**config.mk**
```make
export PLATFORM = sky130hd
export DESIGN_NAME = dma_csr_regs
export DESIGN_NICKNAME = d
export VERILOG_FILES = /design/src/rtl/dcsr_pkg.sv /design/src/rtl/dcsr_rst_seq.sv /design/src/rtl/dcsr_sticky.sv /design/src/rtl/dma_csr_regs.sv
export SDC_FILE = /design/constraint.sdc
export NUM_CORES = 1
export LEC_CHECK = 0
export ABC_AREA = 1
export BUFFER_PORTS_ARGS = -buffer_cell sky130_fd_sc_hd__buf_2
export CAP_MARGIN = 20
export CORE_MARGIN = 4
export CORE_UTILIZATION = 29
export CTS_CLUSTER_DIAMETER = 200
export DETAILED_ROUTE_END_ITERATION = 10
export PLACE_DENSITY = 0.89
export SYNTH_ARGS = -nofsm -noshare
export SYNTH_HDL_FRONTEND = slang
export SYNTH_SLANG_ARGS = --single-unit
```
**constraint.sdc**
```tcl
create_clock -name clk -period 1.48 [get_ports clk]
set_input_delay 0.296 -clock clk [delete_from_list [all_inputs] [get_ports clk]]
set_output_delay 0.296 -clock clk [all_outputs]
set_load 0.1 [all_outputs]
```
**src/rtl/dcsr_pkg.sv**
```systemverilog
package dcsr_pkg;
    localparam int unsigned DATA_W = 32;

    typedef enum logic [2:0] {
        RG_STATUS = 3'd0,
        RG_CTRL   = 3'd1,
        RG_FILL   = 3'd2,
        RG_RESP   = 3'd3,
        RG_SEQ    = 3'd4
    } reg_idx_e;

    localparam int unsigned CB_STOP      = 0;
    localparam int unsigned CB_RESET     = 1;
    localparam int unsigned CB_STOP_ERR  = 2;
    localparam int unsigned CB_STOP_EARL = 3;
    localparam int unsigned CB_GIE       = 4;
    localparam int unsigned CB_HALT_DESC = 5;

    localparam int unsigned SB_ERR   = 7;
    localparam int unsigned SB_EARLY = 8;
    localparam int unsigned SB_IRQ   = 9;

    typedef struct packed {
        logic halt_desc;
        logic gie;
        logic stop_early;
        logic stop_err;
        logic stop;
    } ctrl_t;

    typedef struct packed {
        logic irq;
        logic early;
        logic err;
    } sticky_t;
endpackage

```
**src/rtl/dcsr_rst_seq.sv**
```systemverilog
module dcsr_rst_seq #(
    parameter int unsigned RST_CYCLES = 16
) (
    input  logic clk,
    input  logic rst_n,
    input  logic start,
    output logic active
);
    localparam int unsigned CW = $clog2(RST_CYCLES + 1);
    localparam logic [CW-1:0] LOAD = CW'(RST_CYCLES - 1);

    typedef struct packed {
        logic          act;
        logic [CW-1:0] cnt;
    } seq_t;

    seq_t s_d, s_q;

    always_comb begin
        s_d = s_q;
        if (s_q.act) begin
            if (s_q.cnt == '0) s_d.act = 1'b0;
            else               s_d.cnt = s_q.cnt - 1'b1;
        end else if (start) begin
            s_d.act = 1'b1;
            s_d.cnt = LOAD;
        end
    end

    always_ff @(posedge clk or negedge rst_n) begin
        if (!rst_n) s_q <= '0;
        else        s_q <= s_d;
    end

    assign active = s_q.act;

    // a reset only begins after a request
    p_start_cause_r4: assert property (@(posedge clk) disable iff (!rst_n)
        $rose(s_q.act) |-> $past(start));
    // the down-counter never exceeds its load value
    p_cnt_bound_r4: assert property (@(posedge clk) disable iff (!rst_n)
        s_q.act |-> (s_q.cnt <= LOAD));
    // the sequence ends after the final count
    p_ends_r4: assert property (@(posedge clk) disable iff (!rst_n)
        (s_q.act && s_q.cnt == '0) |=> !s_q.act);
endmodule

```
**src/rtl/dcsr_sticky.sv**
```systemverilog
module dcsr_sticky
    import dcsr_pkg::*;
#(
    parameter int unsigned ERR_W = 8
) (
    input  logic             clk,
    input  logic             rst_n,
    input  logic             hold,
    input  logic             clr_all,
    input  sticky_t          w1c,
    input  logic             ev_done,
    input  logic             ev_irq_req,
    input  logic [ERR_W-1:0] ev_err,
    input  logic [ERR_W-1:0] ev_err_mask,
    input  logic             ev_early,
    input  logic             stop_on_err,
    input  logic             stop_on_early,
    output sticky_t          flags
);
    sticky_t f_d, f_q;
    logic    err_hit, irq_hit;

    always_comb begin
        err_hit = ev_done && (|ev_err) && stop_on_err;
        irq_hit = ev_done && (ev_irq_req || (|(ev_err & ev_err_mask)));
        f_d = f_q;
        if (clr_all) begin
            f_d = '0;
        end else if (!hold) begin
            f_d = f_q & ~w1c;
            if (err_hit)                          f_d.err   = 1'b1;
            if (ev_done && ev_early && stop_on_early) f_d.early = 1'b1;
            if (irq_hit)                          f_d.irq   = 1'b1;
        end
    end

    always_ff @(posedge clk or negedge rst_n) begin
        if (!rst_n) f_q <= '0;
        else        f_q <= f_d;
    end

    assign flags = f_q;

    // stopped-on-error only sets from a qualifying error
    p_err_cause_r5: assert property (@(posedge clk) disable iff (!rst_n)
        $rose(f_q.err) |-> $past(ev_done && stop_on_err && !hold));
    // pending interrupt only sets from a completion pulse
    p_irq_cause_r7: assert property (@(posedge clk) disable iff (!rst_n)
        $rose(f_q.irq) |-> $past(ev_done && !hold));
    // sticky bits frozen while held
    p_hold_r4: assert property (@(posedge clk) disable iff (!rst_n)
        (hold && !clr_all) |=> $stable(f_q));
endmodule

```
**src/rtl/dma_csr_regs.sv**
```systemverilog
module dma_csr_regs
    import dcsr_pkg::*;
#(
    parameter int unsigned ADDR_W     = 5,
    parameter int unsigned LVL_W      = 16,
    parameter int unsigned ERR_W      = 8,
    parameter int unsigned RST_CYCLES = 16
) (
    input  logic              clk,
    input  logic              rst_n,
    input  logic [ADDR_W-1:0] addr,
    input  logic              wr_en,
    input  logic [31:0]       wr_data,
    output logic [31:0]       rd_data,
    input  logic              eng_busy,
    input  logic              desc_empty,
    input  logic              desc_full,
    input  logic              resp_empty,
    input  logic              resp_full,
    input  logic [LVL_W-1:0]  rd_fill,
    input  logic [LVL_W-1:0]  wr_fill,
    input  logic [LVL_W-1:0]  resp_fill,
    input  logic [LVL_W-1:0]  rd_seq,
    input  logic [LVL_W-1:0]  wr_seq,
    input  logic              done_pulse,
    input  logic              done_irq_req,
    input  logic [ERR_W-1:0]  done_err,
    input  logic [ERR_W-1:0]  done_err_mask,
    input  logic              done_early,
    output logic              fifo_flush,
    output logic              dispatch_halt,
    output logic              irq
);
    localparam int unsigned IDX_W = ADDR_W - 2;

    logic [IDX_W-1:0] idx;
    logic             wr_status, wr_ctrl, rst_start, rst_active, stopped;
    ctrl_t            ctrl_d, ctrl_q;
    sticky_t          w1c, flags;

    assign idx       = addr[ADDR_W-1:2];
    assign wr_status = wr_en && (idx == IDX_W'(RG_STATUS));
    assign wr_ctrl   = wr_en && (idx == IDX_W'(RG_CTRL));
    assign rst_start = wr_ctrl && wr_data[CB_RESET] && !rst_active;

    always_comb begin
        ctrl_d = ctrl_q;
        w1c    = '0;
        if (rst_start) begin
            ctrl_d = '0;
        end else if (!rst_active) begin
            if (wr_ctrl) begin
                ctrl_d.stop       = wr_data[CB_STOP];
                ctrl_d.stop_err   = wr_data[CB_STOP_ERR];
                ctrl_d.stop_early = wr_data[CB_STOP_EARL];
                ctrl_d.gie        = wr_data[CB_GIE];
                ctrl_d.halt_desc  = wr_data[CB_HALT_DESC];
            end
            if (wr_status) begin
                w1c.err   = wr_data[SB_ERR];
                w1c.early = wr_data[SB_EARLY];
                w1c.irq   = wr_data[SB_IRQ];
            end
        end
    end

    always_ff @(posedge clk or negedge rst_n) begin
        if (!rst_n) ctrl_q <= '0;
        else        ctrl_q <= ctrl_d;
    end

    dcsr_rst_seq #(.RST_CYCLES(RST_CYCLES)) u_rst (
        .clk    (clk),
        .rst_n  (rst_n),
        .start  (rst_start),
        .active (rst_active)
    );

    dcsr_sticky #(.ERR_W(ERR_W)) u_sticky (
        .clk           (clk),
        .rst_n         (rst_n),
        .hold          (rst_active),
        .clr_all       (rst_start),
        .w1c           (w1c),
        .ev_done       (done_pulse),
        .ev_irq_req    (done_irq_req),
        .ev_err        (done_err),
        .ev_err_mask   (done_err_mask),
        .ev_early      (done_early),
        .stop_on_err   (ctrl_q.stop_err),
        .stop_on_early (ctrl_q.stop_early),
        .flags         (flags)
    );

    assign stopped       = ctrl_q.stop || flags.err || flags.early;
    assign dispatch_halt = stopped || ctrl_q.halt_desc || rst_active;
    assign fifo_flush    = rst_active;
    assign irq           = flags.irq && ctrl_q.gie;

    always_comb begin
        rd_data = '0;
        case (idx)
            IDX_W'(RG_STATUS): rd_data = {22'd0, flags.irq, flags.early, flags.err,
                                          rst_active, stopped, resp_full, resp_empty,
                                          desc_full, desc_empty, eng_busy};
            IDX_W'(RG_CTRL):   rd_data = {26'd0, ctrl_q.halt_desc, ctrl_q.gie,
                                          ctrl_q.stop_early, ctrl_q.stop_err,
                                          rst_active, ctrl_q.stop};
            IDX_W'(RG_FILL):   rd_data = {wr_fill, rd_fill};
            IDX_W'(RG_RESP):   rd_data = {{(32-LVL_W){1'b0}}, resp_fill};
            IDX_W'(RG_SEQ):    rd_data = {wr_seq, rd_seq};
            default:           rd_data = '0;
        endcase
    end

    // dispatch is halted for the whole reset
    p_halt_reset_r6: assert property (@(posedge clk) disable iff (!rst_n)
        rst_active |-> dispatch_halt);
    // control register frozen while a reset runs
    p_ctrl_frozen_r4: assert property (@(posedge clk) disable iff (!rst_n)
        rst_active |=> $stable(ctrl_q));
    // clearing the pending bit with no new event drops the interrupt
    p_irq_clear_r9: assert property (@(posedge clk) disable iff (!rst_n)
        (wr_status && wr_data[SB_IRQ] && !done_pulse && !rst_active) |=> !irq);
    // the interrupt needs the global enable
    p_irq_gate_r8: assert property (@(posedge clk) disable iff (!rst_n)
        irq |-> ctrl_q.gie);
endmodule

```
==> results of run 1 <==
-- cells in the mapped netlist (all sizes together) (2+ instances only) --
library cell and instances:
nand2 103, dfrtp 14, o21ai 13, a22o 16, a21oi 8, buf 8
inv 27, nand4 4, o2111ai 2, nand3 24, nor2 14
-- metrics by stage --
| stage | hold slack [ps] | total power, mW | setup TNS (ps) | util (%) | worst slack (ps) |
|---|---|---|---|---|---|
| floorplan | 0.409 | 2.12 | -1940 | - | -323 |
| global placement | 201 | 3.00 | -4250 | 65.4 | -170 |
| detailed placement | 204 | 3.05 | -5170 | 65.4 | -204 |
| CTS | 362 | 3.65 | -1040 | 74.9 | -65.7 |
| global route | 393 | 3.91 | -2380 | 75.4 | -174 |
| finish | 367 | 3.71 | -1080 | 75.4 | -119 |
-- how the worst max path moves through the flow --
stage,from,end,cells past startpoint
finish,addr[4],rd_data[1],9
global route,addr[4],rd_data[1],9
CTS,addr[3],rd_data[10],9
detailed placement,addr[4],rd_data[25],7
global placement,addr[4],rd_data[24],7
floorplan,addr[4],rd_data[5],6
-- cell families after synthesis --
group | after synthesis | synth area share [%]
and+or+nand+nor | 146 | 43.7
AOI/OAI and AO/OA | 41 | 20.0
DFF | 14 | 24.9
adders and majority gates | 1 | 0.889
buffers and inverters | 35 | 10.5
-- tightest hold or removal path, stage by stage --
cell and delay [ps]:
buf_2 70, inv_1 30, o21ai_2 90, o21ai_1 50, inv_1 40
-- state kept, by name, indices dropped and copies added (netlist names) --
register / count
ctrl_q: 5
u_rst.active: 1
u_rst.s_q: 5
u_sticky.flags: 3
-- power groups by stage --
stage               Clock (mW)  Combinational [mW]  Sequential [mW]
floorplan                    0                1.33            0.794
global placement             0                2.28            0.722
detailed placement           0                2.32            0.728
CTS                      0.382                2.54            0.729
global route             0.396                2.75            0.763
finish                   0.376                2.59            0.738
-- repair_timing --
item,in CTS,in global routing
pin swaps,15,10
hold buffers,1,0
resized for setup,64,16
endpoints found under the setup margin,33,36
endpoints found under the hold margin,14,0
setup buffers,8,0
cloned,4,1
-- layer usage --
layer  global-route usage [%]  vias to the layer above  routed length [µm]
met4                     15.1                        0                 439
li1                         -                     1135                   -
met2                     50.3                      137                4660
met3                     7.08                       33                 680
met1                     26.1                     1174                3080
met5                        0                        -                   0
-- layout make-up --
cell class	instances	area share, %
Timing Repair inverter	1	0.211
Clock buffer	4	1.55
Timing Repair Buffer	178	45.5
Multi-Input combinational cell	188	36.5
Tap cell	67	2.35
Inverter	27	3.94
Sequential cell	14	9.94
==> run_results.csv, run 1 <==
group,metric,value,unit
place,postPlaceCellArea,0.00309,mm²
yosys,synthFlopType,"dfrtp_1",
worst_setup_path,cpMaxStageDelayCell,"buf_12",
yosys,synthCells,237,
worst_setup_path,timing.rr.end,"u_rst.s_q[3]$_DFFE_PN0P_",
yosys,syn-num-nets,382,
worst_setup_path,r2r-start,"u_rst.s_q[0]$_DFFE_PN0P_",
worst_setup_path,r2r_cells,7,
timing,worst_pin_slew,319,ps
timing,rsz0062_at_grt,"true",
pwr,power.density,1040,mW/mm²
global_routing,grt_usage,26.8,%
drt,post_drt_wl_per_cell,18.5,µm
yosys,async_reset_ff_share,100,%
yosys,synthDistinctLibCells,20,
min_path,min_from,"wr_data[2]",
layout,final_cell_mix,"116 x buf_2, 81 x nand2_1, 41 x buf_12",
timing,timing.final.crit_period,1600,ps
global_routing,grt_max_degree,17,
timing,max_freq,625,MHz
layout,stdcell_area,0.00356,mm²
global_routing,antenna_found_initial,0,
yosys,ys_warn_count,0,
worst_setup_path,cp-end-kind,"primary output",
timing,fin_worst_skew,1.21,ps
clocking,cts_buffers,3,
floorplanning,rows,25,
status,outcome,"finished with violations",
timing,setup_ws,-119,ps
timing,relSlewSlack,78.8,%
worst_setup_path,r2r_slack,130,ps
yosys,synth_area,0.00141,mm²
drt,final_antenna_net_count,0,
worst_setup_path,crit_type,"input port to primary output",
min_path,holdPathStages,5,
layout,layout.cells.most_common,"buf_2",
clocking,cts_root_buf,"clkbuf_8",
layout,fin_nets,558,
floorplanning,die_area,0.00603,mm²
pwr,ir_drop,1.49,mV
drt,first_pass_iters,7,
pwr,leakagePower,1.88,nW
pwr,clockPowerShare,10.1,%
global_routing,grt_pass1_vias,2562,
floorplanning,io_pins,179,
clocking,cts_tree,"yes",
worst_setup_path,cp-start-kind,"input port",
yosys,yosysTopAreaCellShare,27.2,%
floorplanning,start_util,29.8,%
job,drv_cap,0,
floorplanning,die_height,77.7,µm
yosys,synth_edf_count,0,
yosys,synth.avg_cell_area,5.94,µm²
layout,drive_above_1_share,62.6,%
clocking,clk_latency,250,ps
timing,post-route-period-util,108,%
drt,avgViaCountPerCell,5.18,
layout,regArea,354,µm²
worst_setup_path,crit_required,1180,ps
place,place.gp.congestion,0.859,
drt,drc,0,
place,io_buffers,153,
pwr,combPwrFrac,69.9,%
drt,drt-total-wl,8860,µm
worst_setup_path,arrival,1300,ps
min_path,whs_endpoint,"ctrl_q[1]$_DFFE_PN0P_",
worst_setup_path,cpLargestDelayFamily,"buffers and inverters",
layout,area_growth,153,%
clocking,clk_pin_slew,60,ps
clocking,cts_buffer_depth,2,
place,dp_hpwl,5820,µm
pwr,power.switching,1.89,mW
pwr,seq_power_share,19.9,%
worst_setup_path,crit_chain,"buf_12 > inv_12 > nand3_4 > clkinvlp_4 > nand2_2 > nand2_2 > a21oi_4 > nand3_4 > buf_12",
worst_setup_path,crit_path_max_incr_delay,170,ps
global_routing,overflow,0,
drt,via_count,2479,
pwr,p_int,1.82,mW
yosys,ys_ff_latch,14,
min_path,min-delay-path-class,"input port to flop",
place,dp_cells,463,
global_routing,grt_pass1_wl,12800,µm
status,violations,"negative setup slack",
floorplanning,die_width,77.7,µm
yosys,synth.area.top_cells,"nand2_1 27%, dfrtp_1 25%, a22o_1 10%, nand3_1 8.5%, inv_1 7.2%",
worst_setup_path,crit_fanout,4,
drt,dr.first_iter.drc_count,120,
worst_setup_path,critical_path_buf_inv_count,4,
clocking,clkSinkCount,14,
clocking,cts_max_level,1,
yosys,yosysTopAreaCell,"nand2_1",
floorplanning,core-area,0.00472,mm²
timing,finalSetupViolations,33,
layout,fillers,300,
timing,slew_viol_final,0,
yosys,yosysSeqAreaShare,24.9,%
layout,multiInputGateArea,0.00130,mm²
timing,hold_viol_final,0,
pwr,netSwitchingFraction,50.9,%
layout,antenna_cells,0,
layout,fin_cells,479,
No activity file was read; power rests on OpenSTA's default activity.
==> run 2, diff against run 1 <==
--- a/config.mk
+++ b/config.mk
@@ -9,10 +9,11 @@
 export BUFFER_PORTS_ARGS = -buffer_cell sky130_fd_sc_hd__buf_2
 export CAP_MARGIN = 20
 export CORE_MARGIN = 4
-export CORE_UTILIZATION = 29
+export CORE_UTILIZATION = 35
 export CTS_CLUSTER_DIAMETER = 200
 export DETAILED_ROUTE_END_ITERATION = 10
-export PLACE_DENSITY = 0.89
+export PLACE_DENSITY = 0.95
+export REMOVE_ABC_BUFFERS = 1
 export SYNTH_ARGS = -nofsm -noshare
 export SYNTH_HDL_FRONTEND = slang
 export SYNTH_SLANG_ARGS = --single-unit
==> constraint.sdc (replaced) <==
create_clock -name clk -period 1.9 [get_ports clk]
set_input_delay 0.38 -clock clk [delete_from_list [all_inputs] [get_ports clk]]
set_output_delay 0.38 -clock clk [all_outputs]
set_load 0.1 [all_outputs]
==> run_results.csv, run 2 (synthesis gave the netlist of run 1 again) <==
group,metric,value,unit
drt,dr.first_iter.drc_count,126,
clocking,clk_latency,250,ps
layout,fin_cells,446,
floorplanning,rows,22,
clocking,cts_buffer_depth,2,
worst_setup_path,crit_fanout,16,
timing,whs,18.6,ps
global_routing,grt_pass1_wl,10400,µm
timing,relSlewSlack,67.7,%
global_routing,overflow,0,
job,drv_cap,0,
layout,final_cell_mix,"119 x buf_2, 102 x nand2_1, 36 x buf_12",
drt,drt-total-wl,7230,µm
timing,finalSetupViolations,0,
layout,post-route-util,77.6,%
clocking,clk_pin_slew,60,ps
place,post-place-ws,46.0,ps
timing,worst_pin_slew,488,ps
layout,fin_nets,542,
worst_setup_path,cpMaxStageDelayCell,"buf_12",
timing,hold_viol_final,0,
clocking,cts_tree,"yes",
clocking,cts_buffers,3,
worst_setup_path,cp-end-kind,"primary output",
global_routing,grt_pass1_vias,2276,
drt,post_drt_wl_per_cell,16.2,µm
worst_setup_path,crit_chain,"buf_2 > inv_2 > nand3_1 > inv_2 > buf_12 > nand2_1 > nand2_1 > a21oi_1 > nand3_1 > buf_12",
worst_setup_path,crit_type,"input port to primary output",
pwr,leakagePower,1.61,nW
layout,regArea,350,µm²
layout,drive_above_1_share,45.5,%
global_routing,antenna_found_initial,2,
status,outcome,"complete, no violations",
floorplanning,die_area,0.00510,mm²
drt,first_pass_iters,4,
timing,slew_viol_final,0,
clocking,hold_buffers,0,
clocking,cts_resized,0,
clocking,cts_root_buf,"clkbuf_8",
layout,multiInputGateArea,927,µm²
place,dp_cells,438,
clocking,clkSinkCount,14,
pwr,power.total,2.51,mW
drt,avgViaCountPerCell,5.17,
global_routing,grt_max_degree,33,
layout,area_growth,108,%
timing,setup_ws,49.3,ps
worst_setup_path,crit_required,1520,ps
timing,max_freq,540,MHz
place,place.gp.congestion,0.946,
floorplanning,core-area,0.00377,mm²
clocking,cts_max_level,1,
worst_setup_path,arrival,1470,ps
place,io_buffers,153,
timing,fin_worst_skew,4.44,ps
worst_setup_path,cp-start-kind,"input port",
floorplanning,io_pins,179,
drt,via_count,2307,
layout,layout.cells.most_common,"buf_2",
layout,fillers,242,
timing,post-route-period-util,97.4,%
floorplanning,start_util,37.3,%
drt,final_antenna_net_count,0,
worst_setup_path,r2r_slack,440,ps
worst_setup_path,crit_path_max_incr_delay,200,ps
clocking,post_cts_buffers,0,
global_routing,grt_usage,25.6,%
place,dp_hpwl,5930,µm
floorplanning,die_width,71.4,µm
drt,drc,0,
min_path,min-delay-path-class,"input port to asynchronous set/reset pin",
timing,timing.final.crit_period,1850,ps
floorplanning,die_height,71.4,µm
pwr,ir_drop,0.951,mV
pwr,power.density,857,mW/mm²
[run 2: cell types whose count changed in the layout (fill, tap and decap cells not counted), sizes merged]
cell,delta
diode,+2
clkinvlp,-2
clkbuf,+2
buf,-16
dlygate4sd3,-1
inv,+1
[run 2: layout make-up]
cell class	instances	share of cell area, %
clock buffer	4	1.88
tap	48	2.05
sequential	14	12.0
antenna	2	0.171
multi-input combinational	188	31.7
inverter	27	3.46
timing repair buffer	163	48.8
[run 2: metal layers]
layer	track usage, %	routed length [µm]
met5	0	0
met4	11.9	354
met3	2.95	540
met2	51.3	3910
met1	25.7	2430
[run 2: per-stage QoR]
| step | setup TNS (ps) | instance area (µm²) |
|---|---|---|
| detailed placement | 0 | 2790 |
| finish | 0 | 2930 |
| CTS | 0 | 2850 |
| floorplan | -13940 | 1360 |
| global route | -28.5 | 2930 |
| global placement | 0 | 2790 |
[run 2: where the power goes]
part           internal, mW  total (mW)  switching [mW]
Combinational         0.570        1.67            1.10
Sequential            0.435       0.549           0.115
Clock                 0.184       0.292           0.108
[run 2: critical path, delay by kind of cell]
family | cells | cell delay (ps)
buffers and inverters | 5 | 600
AND/OR/NAND/NOR | 4 | 330
AO/OA/AOI/OAI | 1 | 150
[run 2: worst paths after layout]
| path | depth (start not counted) | startpoint | to |
|---|---|---|---|
| hold / removal | 1 | rst_n | u_rst.s_q[0]$_DFFE_PN0P_ |
| setup reg to reg | 7 | u_rst.s_q[0]$_DFFE_PN0P_ | u_rst.s_q[3]$_DFFE_PN0P_ |
| max in group asynchronous | 1 | rst_n | ctrl_q[4]$_DFFE_PN0P_ |
| setup / recovery | 10 | addr[2] | rd_data[1] |
| min in group clk | 5 | done_pulse | u_sticky.flags[2]$_DFFE_PN0P_ |
| hold reg to reg | 2 | u_rst.s_q[0]$_DFFE_PN0P_ | u_rst.s_q[0]$_DFFE_PN0P_ |
==> run 3, diff against run 2 <==
--- a/config.mk
+++ b/config.mk
@@ -9,7 +9,8 @@
 export BUFFER_PORTS_ARGS = -buffer_cell sky130_fd_sc_hd__buf_2
 export CAP_MARGIN = 20
 export CORE_MARGIN = 4
-export CORE_UTILIZATION = 35
+export CORE_UTILIZATION = 36
+export CTS_BUF_LIST = sky130_fd_sc_hd__clkbuf_4
 export CTS_CLUSTER_DIAMETER = 200
 export DETAILED_ROUTE_END_ITERATION = 10
 export PLACE_DENSITY = 0.95
==> run_results.csv, run 3 (synthesis gave the netlist of run 1 again) <==
group,metric,value,unit
status,outcome,"finished with violations",
status,violations,"negative setup slack",
min_path,holdPathStages,5,
clocking,clkSinkCount,14,
place,dp_hpwl,6080,µm
timing,finalSetupViolations,4,
clocking,cts_buffer_depth,2,
layout,layout.cells.most_common,"buf_2",
drt,drc,0,
worst_setup_path,r2r_cells,7,
layout,drive_above_1_share,46.8,%
drt,first_pass_iters,5,
worst_setup_path,crit_required,1520,ps
floorplanning,core-area,0.00372,mm²
worst_setup_path,r2r_slack,420,ps
worst_setup_path,r2r-start,"u_rst.s_q[0]$_DFFE_PN0P_",
floorplanning,die_width,70.5,µm
floorplanning,start_util,37.9,%
clocking,cts_root_buf,"clkbuf_4",
min_path,whs_endpoint,"ctrl_q[3]$_DFFE_PN0P_",
drt,post_drt_wl_per_cell,20.0,µm
worst_setup_path,crit_type,"input port to primary output",
timing,hold_viol_final,0,
drt,final_antenna_net_count,0,
timing,post-route-period-util,103,%
global_routing,grt_pass1_vias,2445,
worst_setup_path,arrival,1570,ps
worst_setup_path,crit_path_max_incr_delay,200,ps
pwr,power.density,830,mW/mm²
floorplanning,die_area,0.00497,mm²
min_path,min_from,"wr_data[4]",
global_routing,grt_max_degree,25,
timing,fin_worst_skew,9.56,ps
timing,slew_viol_final,0,
layout,area_growth,112,%
global_routing,grt_pass1_wl,11400,µm
layout,final_cell_mix,"119 x buf_2, 102 x nand2_1, 36 x buf_12",
worst_setup_path,cpMaxStageDelayCell,"buf_12",
timing,worst_pin_slew,492,ps
worst_setup_path,cp-end-kind,"primary output",
clocking,clk_pin_slew,90,ps
floorplanning,rows,22,
drt,drt-total-wl,9110,µm
timing,timing.final.crit_period,1950,ps
clocking,clk_latency,290,ps
min_path,min-delay-path-class,"input port to flop",
global_routing,overflow,0,
global_routing,antenna_found_initial,4,
worst_setup_path,critical_path_buf_inv_count,6,
worst_setup_path,cpLargestDelayFamily,"buffers and inverters",
pwr,leakagePower,1.64,nW
drt,dr.first_iter.drc_count,287,
drt,avgViaCountPerCell,5.76,
worst_setup_path,crit_chain,"buf_2 > inv_2 > nand3_1 > inv_2 > buf_12 > clkbuf_16 > nand2_1 > nand3_1 > buf_12",
floorplanning,die_height,70.5,µm
drt,via_count,2625,
clocking,cts_max_level,1,
layout,post-route-util,80.3,%
pwr,ir_drop,0.914,mV
job,drv_cap,0,
layout,fin_nets,550,
worst_setup_path,cp-start-kind,"input port",
floorplanning,io_pins,179,
worst_setup_path,crit_fanout,12,
clocking,cts_buffers,3,
place,place.gp.congestion,0.955,
timing,tns,-106,ps
clocking,cts_tree,"yes",
timing,relSlewSlack,67.4,%
timing,setup_ws,-49.5,ps
timing,max_freq,513,MHz
global_routing,grt_usage,28.5,%
worst_setup_path,timing.rr.end,"u_rst.s_q[3]$_DFFE_PN0P_",
place,io_buffers,153,
-- run 3: cell count changes in the layout (fill, tap and decap cells not counted), sizes merged --
cell | before | now
clkinv | 0 | 1
clkbuf | 7 | 6
diode | 2 | 4
buf | 160 | 167
dlygate4sd3 | 0 | 1
-- run 3: area by class of cell --
type,count,area [µm²]
antenna,4,10.0
clock buffer,3,22.5
clock inverter,1,3.75
fill,220,731
inverter,27,101
multi-input combinational,188,938
sequential,14,350
tap,48,60.1
timing repair buffer,171,1500
-- run 3: how the worst max path moves through the flow --
stage	startpoint	endpoint	slack (ps)	cells after the start
6_report	addr[2]	rd_data[10]	-50	9
5_1_grt	addr[3]	rd_data[0]	-70	10
3_5_place_dp	addr[4]	rd_data[2]	-20	10
4_1_cts	addr[4]	rd_data[2]	6	10
3_3_place_gp	addr[4]	rd_data[1]	60	10
2_1_floorplan	u_rst.active$_DFF_PN0_	rd_data[6]	-1380	2
-- run 3: power breakdown --
part           total, mW  internal [mW]  leakage (nW)  switching (mW)
Clock              0.179         0.0766        0.0154           0.103
Combinational       1.74          0.592          1.46            1.14
Sequential         0.562          0.433         0.168           0.128
-- run 3: timing repair --
item / 4_1_cts / 5_1_grt
endpoints found under the setup margin: 1 / 8
setup buffers: 0 / 3
gates cloned: 0 / 2
resized for setup: 2 / 15
pin swaps: 1 / 5
hold endpoints to repair: 14 / 0
hold buffers: 1 / 0
-- run 3: metrics by stage --
stage | setup slack [ps] | std cells | instance area (µm²) | total power, mW | hold slack (ps)
3_5_place_dp | -22.5 | 442 | 2810 | 2.22 | 292
2_1_floorplan | -1380 | 229 | 1360 | 1.56 | 84.4
5_1_grt | -74.9 | 456 | 2990 | 2.62 | 440
4_1_cts | 5.79 | 447 | 2850 | 2.40 | 397
6_report | -49.5 | 456 | 2990 | 2.48 | 396
3_3_place_gp | 64.3 | 442 | 2810 | 2.16 | 282
-- run 3: worst reg2reg max path, cell delays in order, from the launching register on --
cell	delay [ps]
dfrtp_1	390
inv_1	120
ha_1	210
nand3_1	110
o21ai_1	210
inv_1	120
a21oi_1	160
nand2_1	60
-- run 3: per-layer routing --
layer	share of wire [%]	vias up	track usage (%)
li1	-	1121	-
met1	32	1210	29.7
met2	50	231	54.1
met3	9.8	63	3.41
met4	8.3	0	16.9
met5	0	-	0
